<file path="src/rtl/alarm_irq_pkg.sv">
package alarm_irq_pkg;
    typedef enum logic {
        FLAG_CLEAR = 1'b0,
        FLAG_SET   = 1'b1
    } flag_state_t;

    typedef enum logic {
        PULSE_IDLE = 1'b0,
        PULSE_LOW  = 1'b1
    } pulse_state_t;

    localparam int unsigned NUM_ALARMS = 2;
endpackage

</file>
<file path="src/rtl/alarm_edge_det.sv">
module alarm_edge_det #(
    parameter int unsigned TIME_W = 24
) (
    input  logic              clk,
    input  logic              rst_n,
    input  logic [TIME_W-1:0] cur_time,
    input  logic [TIME_W-1:0] alm_time,
    output logic              hit
);
    logic eq_now;
    logic eq_q;

    assign eq_now = (cur_time == alm_time);

    always_ff @(posedge clk or negedge rst_n) begin
        if (!rst_n) eq_q <= 1'b0;
        else        eq_q <= eq_now;
    end

    // only the first cycle of equality counts as an alarm event
    assign hit = eq_now & ~eq_q;
endmodule

</file>
<file path="src/rtl/alarm_flag_fsm.sv">
module alarm_flag_fsm
    import alarm_irq_pkg::*;
(
    input  logic clk,
    input  logic rst_n,
    input  logic set_evt,
    input  logic clr_evt,
    output logic flag
);
    flag_state_t state_q, state_d;

    always_ff @(posedge clk or negedge rst_n) begin
        if (!rst_n) state_q <= FLAG_CLEAR;
        else        state_q <= state_d;
    end

    // set wins over a clear in the same cycle
    always_comb begin
        state_d = state_q;
        unique case (state_q)
            FLAG_CLEAR: if (set_evt) state_d = FLAG_SET;
            FLAG_SET:   if (clr_evt && !set_evt) state_d = FLAG_CLEAR;
            default:    state_d = FLAG_CLEAR;
        endcase
    end

    always_comb begin
        flag = (state_q == FLAG_SET);
    end
endmodule

</file>
<file path="src/rtl/alarm_pulse_fsm.sv">
module alarm_pulse_fsm
    import alarm_irq_pkg::*;
#(
    parameter int unsigned PULSE_LEN = 1024
) (
    input  logic clk,
    input  logic rst_n,
    input  logic arm,
    input  logic start,
    input  logic osc_tick,
    output logic active
);
    localparam int unsigned CNT_W = (PULSE_LEN > 2) ? $clog2(PULSE_LEN) : 1;
    localparam logic [CNT_W-1:0] LAST = CNT_W'(PULSE_LEN - 1);

    pulse_state_t     state_q, state_d;
    logic [CNT_W-1:0] cnt_q, cnt_d;

    always_ff @(posedge clk or negedge rst_n) begin
        if (!rst_n) begin
            state_q <= PULSE_IDLE;
            cnt_q   <= '0;
        end else begin
            state_q <= state_d;
            cnt_q   <= cnt_d;
        end
    end

    always_comb begin
        state_d = state_q;
        cnt_d   = cnt_q;
        unique case (state_q)
            PULSE_IDLE: begin
                if (arm && start) begin
                    state_d = PULSE_LOW;
                    cnt_d   = '0;
                end
            end
            PULSE_LOW: begin
                if (!arm) begin
                    state_d = PULSE_IDLE;
                end else if (start) begin
                    cnt_d = '0;
                end else if (osc_tick) begin
                    if (cnt_q == LAST) state_d = PULSE_IDLE;
                    else               cnt_d = cnt_q + 1'b1;
                end
            end
            default: state_d = PULSE_IDLE;
        endcase
    end

    always_comb begin
        active = (state_q == PULSE_LOW);
    end
endmodule

</file>
<file path="src/rtl/alarm_irq_ctrl.sv">
module alarm_irq_ctrl
    import alarm_irq_pkg::*;
#(
    parameter int unsigned TIME_W    = 24,
    parameter int unsigned PULSE_LEN = 1024
) (
    input  logic              clk,
    input  logic              rst_n,
    input  logic [TIME_W-1:0] cur_time,
    input  logic [TIME_W-1:0] alm0_time,
    input  logic [TIME_W-1:0] alm1_time,
    input  logic              alm0_en,
    input  logic              alm1_en,
    input  logic              pulse_mode,
    input  logic              osc_tick,
    input  logic              stat_rd_done,
    output logic              flag0,
    output logic              flag1,
    output logic              irq_n
);
    logic [TIME_W-1:0]     alm_time [NUM_ALARMS];
    logic [NUM_ALARMS-1:0] hit;
    logic [NUM_ALARMS-1:0] set_evt;
    logic [NUM_ALARMS-1:0] flag;
    logic [NUM_ALARMS-1:0] en;
    logic                  pulse_active;

    assign alm_time[0] = alm0_time;
    assign alm_time[1] = alm1_time;
    assign en          = {alm1_en, alm0_en};

    // alarm 0 feeds its flag only in level mode; alarm 1 always does
    assign set_evt[0] = hit[0] & ~pulse_mode;
    assign set_evt[1] = hit[1];

    for (genvar a = 0; a < NUM_ALARMS; a++) begin : g_alarm
        alarm_edge_det #(.TIME_W(TIME_W)) u_det (
            .clk      (clk),
            .rst_n    (rst_n),
            .cur_time (cur_time),
            .alm_time (alm_time[a]),
            .hit      (hit[a])
        );

        alarm_flag_fsm u_flag (
            .clk     (clk),
            .rst_n   (rst_n),
            .set_evt (set_evt[a]),
            .clr_evt (stat_rd_done),
            .flag    (flag[a])
        );
    end

    alarm_pulse_fsm #(.PULSE_LEN(PULSE_LEN)) u_pulse (
        .clk      (clk),
        .rst_n    (rst_n),
        .arm      (pulse_mode),
        .start    (hit[0]),
        .osc_tick (osc_tick),
        .active   (pulse_active)
    );

    assign flag0 = flag[0];
    assign flag1 = flag[1];

    always_comb begin
        if (pulse_mode) irq_n = ~pulse_active;
        else            irq_n = ~|(flag & en);
    end
endmodule

</file>
<file path="config.mk">
export PLATFORM = sky130hd
export DESIGN_NAME = alarm_irq_ctrl
export DESIGN_NICKNAME = d
export VERILOG_FILES = /design/src/rtl/alarm_irq_pkg.sv /design/src/rtl/alarm_edge_det.sv /design/src/rtl/alarm_flag_fsm.sv /design/src/rtl/alarm_pulse_fsm.sv /design/src/rtl/alarm_irq_ctrl.sv
export SDC_FILE = /design/constraint.sdc
export NUM_CORES = 1
export LEC_CHECK = 0
export ABC_AREA = 1
export ABC_CLOCK_PERIOD_IN_PS = 1400
export BUFFER_PORTS_ARGS = -buffer_cell sky130_fd_sc_hd__buf_2
export CORE_ASPECT_RATIO = 1.2
export CORE_UTILIZATION = 35
export DETAILED_ROUTE_END_ITERATION = 12
export PLACE_DENSITY = 0.69
export SETUP_SLACK_MARGIN = 0.15
export SYNTH_ARGS = -nofsm -noshare
export SYNTH_HDL_FRONTEND = slang
export SYNTH_HIERARCHICAL = 1
export SYNTH_SLANG_ARGS = --single-unit
</file>
<file path="constraint.sdc">
create_clock -name clk -period 1.4 [get_ports clk]
set_clock_uncertainty 0.05 [all_clocks]
set_input_delay 0.07 -clock clk [delete_from_list [all_inputs] [get_ports clk]]
set_output_delay 0.07 -clock clk [all_outputs]
set_load 0.03 [all_outputs]
</file>
==> results.md, run 1 <==
* Outcome: finished, violations left
* Failing checks: negative setup slack
* Crit path capture type: flip-flop
* Number of I/O pins at 82
* Clk sinks at 15
* Hold slack at 0.05787 ns
* Async SR Flop Fraction at 100.0%
* Leakage dissipation at approximately 1.8 nW
* Initial Utilization at a little under two fifths
* Clk root buf: clkbuf_8
* Num CTS Buffers at 3
* Mapped Nets at 457
* Core footprint at 5010 um^2
* Worst EP arrival at roughly 1.5 ns
* Grt ovf at 0
* Synth unique cells at 20
* CTS tree: yes
* EDFF count, synth at 0
* H-tree level count at 1
* Worst skew pair latency at 0.25 ns
* Sequential-to-total area share from yosys stat at 20.22%
* Vias in the first global route at 2070
* GP Congestion at 0.8308
* Part of the cycle the worst path needs at 100.1%
* Critical Path, Cell by Cell: ha_4 -> nand3_4 -> nor2_4 -> nand3_4 -> o21ai_4 -> nand2_1 -> nand2_1
* Fin. Hold Viols at 0
* DP Cell Count at 550
* Hold/Removal Path Class: input pin to flip-flop
* Antenna-violating nets left at 0
* Die Y at 81.79 um
* Initial antenna violation count at 0
* Post-Route WL at 4.869 mm
* Clock-pin transition on the worst setup and hold timing paths at 0.07 ns
* Place WS at -0.3471 ns
* Register bit total from synthesis at 15
* Worst Path Buf+Inv at 0
* Worst setup SP type: flip-flop
* Share of the synthesized area in the top cell type at 32.35%
* Crit Path Category: flip-flop to flip-flop
* Die ar. at 5601 um^2
* DP HPWL at between 4 and 5 mm
* Share of cells above drive strength 1 at 29.54%
* Most common cell in the netlist: nand2_1
* Power per cell area at 432.0 nW/um^2
* Critical-path top delay cell: dfrtp_1
* DRC violations left at 0
* IO buf count at between 80 and 90
* Fin crit period at 1.402 ns
* Critical Path RT at 1.54 ns
* First-pass GRT wire length at 7.872 mm
* Endpoints failing setup at 2
* Max Slew Vio Count at 0
* Max Cap Viol at 0
* WL/cell at 8.679 um
* Row count at 28
* Yosys warns at 6
* Layout area overhead at 51.48%
* Mapped cell area at 1857 um^2
* Top Family by Delay on Critical Path: simple AND/OR/NAND/NOR gates
* Setup TNS at -0.003586 ns
* Final setup margin at -0.001831 ns
* Detailed Route Iter0 Violations at 75
* Synth area leader: nand2_1
* Slew margin rel. at 76.39%
* Post-Synthesis Cells at ~380
* F_max at about 0.71 GHz
* Cell Count, Final, Fillers Out at ~560
* CP max FO at 5
* Worst IR Drop VDD at 0.0002182 V
* Drt pass-1 iters at 4
* Nets at 582
* Slowest stage delay, CP at around 0.4 ns
* Die X at 68.49 um
* Commonest cells in the netlist: nand2_1 (160), inv_1 (89), nor2_1 (83)
* Ys flop type: dfrtp_1
* Pin count of the biggest net entering global routing at 16
* Tightest Pin Transition at 0.3541 ns
* RSZ-0062 raised after global routing: true
* Vias per cell at 4.328
* Antenna cells at 0
* CTS Buffer Depth at 2
* Syn avg cell area at 4.925 um^2
* GRT Overall Usage at 18.11%
* Synth area leaders: nand2_1 (32%), dfrtp_1 (20%), inv_1 (18%), nor2_1 (17%), xor2_1 (2.4%)
* Routed via count at 2428
## worst register-to-register path, stage by stage (launching register included)
cell	delay, ns
dfrtp_1	0.40
ha_4	0.17
nand3_4	0.08
nor2_4	0.13
nand3_4	0.14
o21ai_4	0.23
nand2_1	0.08
nand2_1	0.06
## layout by cell type (no fill, tap or decap), types with 4 or more instances in the layout
cell type	netlist	layout
nor2_4	2	7
nor2_1	83	72
buf_2	0	75
inv_1	89	87
xor2_1	5	5
nand3_1	8	7
nor2_2	1	7
buf_6	0	6
nand2_1	160	157
dfrtp_1	15	15
nand2_2	1	4
buf_4	0	36
## per-layer routing
layer  GRT usage (%)  vias to the layer above  part of all wire, %
met2           36.57                       57                   54
met5               0                        -                    0
li1                -                     1321                    -
met4           3.542                        0                  1.1
met3           3.056                        7                  4.3
met1           18.72                     1043                   41
## repair_timing
item | 4_1_cts | 5_1_grt
resized for setup | 14 | 20
hold endpoints to repair | 16 | 0
pin swaps | 28 | 27
buffers inserted | 2 | 2
endpoints found under the setup margin | 12 | 12
gates cloned | 1 | 0
hold buffers | 2 | 0
## final cells by class
class                           instances  area [um^2]
Clock buffer                            3        41.29
Clock inverter                          1        5.005
Fill cell                             518         2197
Inverter                               89        334.1
Multi-Input combinational cell        274         1249
Sequential cell                        15        375.4
Tap cell                               60        75.07
Timing Repair Buffer                  119        733.2
## sequential cells by signal, summed over array words and instances (netlist names)
signal and cells:
g_alarm.u_det/eq_q 2, g_alarm.u_flag/flag 2, u_pulse/active 1, u_pulse/cnt_q 10
## cell families (layout without fill, tap and decap cells)
logic type	Yosys count	count (layout)	synth area share, %
AOI/OAI and AO/OA	4	5	1.887
and+or+nand+nor	262	262	56.40
adders and majority gates	1	1	0.6737
xor gates and xnor gates	6	6	2.830
buffers and inverters	89	212	17.99
DFF	15	15	20.22
## where the power goes
part / switching (mW) / leakage [nW] / internal, mW
sequential: 0.0000000392 / 0.210 / 0.433
combinational: 0.205 / 1.60 / 0.212
clock: 0.167 / 0.0255 / 0.198
## worst paths after layout
path	cells past startpoint	slack [ns]	end	startpoint
max	7	-0.002	u_pulse/cnt_q[0]	u_pulse/cnt_q[0]
min	4	0.06	g_alarm[0].u_flag/flag	pulse_mode
max reg2reg	7	-0.002	u_pulse/cnt_q[0]	u_pulse/cnt_q[0]
min reg2reg	2	0.45	u_pulse/cnt_q[8]	u_pulse/cnt_q[8]
max in group asynchronous	2	0.84	u_pulse/cnt_q[1]	rst_n
min in group asynchronous	2	0.20	u_pulse/cnt_q[7]	rst_n
## stage by stage
step | area, um^2 | utilization, % | total power, mW
after floorplan | 1864 | - | 0.6141
after global placement | 2585 | 51.60 | 0.8270
after detailed placement | 2585 | 51.60 | 0.8383
after CTS | 2723 | 54.35 | 1.215
after global routing | 2813 | 56.14 | 1.301
final | 2813 | 56.14 | 1.215
Power figures use the tool's default switching activity.
==> run 2, diff against run 1 <==
ABC_CLOCK_PERIOD_IN_PS = 1450   (was 1400)
CORE_ASPECT_RATIO = unset   (was 1.2)
PLACE_DENSITY = 0.66   (was 0.69)
clock period = 1.45 ns   (was 1.4 ns; I/O delays follow)
==> results.md, run 2 (synthesized netlist as in run 1, its figures left out) <==
* Outcome: finished, violations left
* Failing checks: negative setup slack
* Most flop-heavy register: u_pulse/cnt_q
* Slowest stage delay, CP at 0.38 ns (-0.02 ns)
* Worst IR Drop VDD at 0.0002688 V (+23%)
* Max Slew Vio Count at 0 (unchanged)
* Final instance area at 2763 um^2 (-1.8%)
* Crit path capture type: flip-flop
* GP Congestion at 0.8162 (-1.8%)
* Vias per cell at 4.096 (-5.4%)
* Cell Count, Final, Fillers Out at 572 (+2.0%)
* GR met1 Demand/Resource at 20.13% (+1.4 points)
* Endpoints failing setup at 10 (+8)
* Worst EP arrival at 1.57 ns (+0.03 ns)
* GRT Overall Usage at 16.84% (-1.3 points)
* Core footprint at 5107 um^2 (+1.9%)
* Leakage dissipation at 1.830 nW (-0.50%)
* Part of the cycle the worst path needs at 102.7% (+2.6 points)
* Power, Total at 1.135 mW (-6.6%)
* Number of I/O pins at 82 (unchanged)
* Die Y at 74.84 um (-8.5%)
* Die ar. at 5600 um^2 (about the same)
* Final setup margin at -0.03961 ns (-0.03778 ns)
* Tightest Pin Transition at 0.3417 ns (-0.01242 ns)
* Most frequent cells in the layout: nand2_1 (157), inv_1 (88), buf_2 (81), nor2_1 (77), buf_4 (35)
* Grt ovf at 0 (unchanged)
* Most common cell after layout, fill and taps aside: nand2_1
* CP max FO at 5 (unchanged)
* Slew margin rel. at 77.22% (+0.83 points)
* Share of cells above drive strength 1 at 28.49% (-1.1 points)
* Clock-pin transition on the worst setup and hold timing paths at 0.06 ns (about the same)
* Row count at 26 (-7.1%)
* Initial Utilization at 36.35% (-0.71 points)
* WL/cell at 7.605 um (-12%)
* Num CTS Buffers at 3 (unchanged)
* RSZ-0062 raised after global routing: true
* Clk root buf: clkbuf_8
* Pin count of the biggest net entering global routing at 16 (unchanged)
* CTS tree: yes
* Clk sinks at 15 (unchanged)
* Fill cell count at 523 (+0.97%)
* Critical-path top delay cell: dfrtp_1
* H-tree level count at 1 (unchanged)
* Top Family by Delay on Critical Path: simple AND/OR/NAND/NOR gates
* Worst skew pair latency at 0.25 ns (about the same)
* Crit Path Category: flip-flop to flip-flop
* Antenna-violating nets left at 0 (unchanged)
* Crit-path most repeated cell: nand3_4
* DP HPWL at 3.755 mm (-6.4%)
* Worst setup SP type: flip-flop
* Critical Path RT at 1.53 ns (about the same)
* M3 GR Usage at 2.276% (-0.78 points)
* Hold/Removal Path Class: input pin to flip-flop
* Antenna cells at 0 (unchanged)
* Detailed Route Iter0 Violations at 90 (+20%)
* Fin. Hold Viols at 0 (unchanged)
* DRC violations left at 0 (unchanged)
* Die X at 74.84 um (+9.3%)
* Nets at 583 (+0.17%)
* Layout Utilization at 54.09% (-2.1 points)
* Routed via count at 2343 (-3.5%)
* First-pass GRT wire length at 7.514 mm (-4.5%)
* Vias in the first global route at 2014 (-2.7%)
* Met2 GRT Util at 31.43% (-5.1 points)
* IO buf count at 81 (unchanged)
* Gr busiest metal: met2
* Layout area overhead at 48.79%
* Max reg flops at 10 (unchanged)
* Post-Route WL at 4.350 mm (-11%)
* Power per cell area at 410.9 nW/um^2 (-4.9%)
* Initial antenna violation count at 0 (unchanged)
* Worst Path Buf+Inv at 2 (+2)
* DP Cell Count at 564 (+2.5%)
* Critical Path, Cell by Cell: ha_4 -> nand3_4 -> nor2_4 -> nand3_4 -> buf_4 -> buf_6 -> nor2_1 -> o21ai_1
* Max Cap Viol at 0 (unchanged)
* F_max at 0.6713 GHz (-5.9%)
* Placed instance area at 2628 um^2 (+1.6%)
* CTS Buffer Depth at 2 (unchanged)
* Drt pass-1 iters at 4 (unchanged)
* Fin crit period at 1.490 ns (+0.08778 ns)
-- run 2: cell types whose count changed in the layout (fill, tap and decap cells not counted) --
cell and change:
nor2_4 -4, clkbuf_1 +1, dlygate4sd3_1 -1, buf_6 -3, buf_2 +6, o21ai_4 -1, nor2_2 -1, buf_4 -1
clkinv_2 -1, inv_1 +1, nor2_1 +5, o21ai_2 +1, inv_2 -1
-- run 2: worst paths after layout --
| path | from | slack (ns) | cells past startpoint | end |
|---|---|---|---|---|
| min reg2reg | g_alarm[1].u_det/eq_q | 0.44 | 3 | g_alarm[1].u_flag/flag |
| max reg2reg | u_pulse/cnt_q[1] | -0.04 | 8 | u_pulse/active |
| max | u_pulse/cnt_q[1] | -0.04 | 8 | u_pulse/active |
| min in group asynchronous | rst_n | 0.20 | 2 | u_pulse/cnt_q[3] |
| max in group asynchronous | rst_n | 0.89 | 2 | u_pulse/cnt_q[7] |
| min | stat_rd_done | 0.03 | 4 | g_alarm[1].u_flag/flag |
-- run 2: timing repair --
item                                   in CTS  in global routing
hold buffers                                1                  0
gates resized for setup                     5                 11
endpoints found under the hold margin      15                  0
buffers inserted                            2                  0
pin swaps                                   2                  8
setup endpoints to repair                  11                 11
gates cloned                                0                  1
-- run 2: per-stage QoR --
step | worst slack (ns) | hold WS [ns] | TNS [ns]
floorplan | 0.01384 | -0.2731 | 0
global route | -0.1217 | 0.04667 | -1.168
global placement | -0.2444 | -0.05722 | -2.346
finish | -0.03961 | 0.02842 | -0.2323
detailed placement | -0.2922 | -0.05550 | -2.750
CTS | -0.03394 | 0.01699 | -0.1166
-- run 2: worst register-to-register path: stages, from the launching register on --
cell	delay [ns]
dfrtp_1	0.38
ha_4	0.16
nand3_4	0.09
nor2_4	0.16
nand3_4	0.12
buf_4	0.16
buf_6	0.10
nor2_1	0.08
o21ai_1	0.06
-- run 2: where the power goes --
| group | switching (mW) | internal [mW] |
|---|---|---|
| clock network | 0.138 | 0.194 |
| registers | 0.0000000324 | 0.419 |
| logic | 0.189 | 0.195 |
-- run 2: per-layer routing --
layer | share of wire (%) | vias up
met1 | 47 | 958
met4 | 1.2 | 0
li1 | - | 1320
met2 | 47 | 59
met5 | 0 | -
met3 | 4.4 | 6
-- run 2: area by class of cell --
cell class	count	area, um^2	share of cell area [%]
tap	70	87.58	3.170
multi-input combinational	274	1209	43.75
clock buffer	4	45.04	1.630
sequential	15	375.4	13.59
timing repair buffer	120	711.9	25.77
inverter	89	334.1	12.09
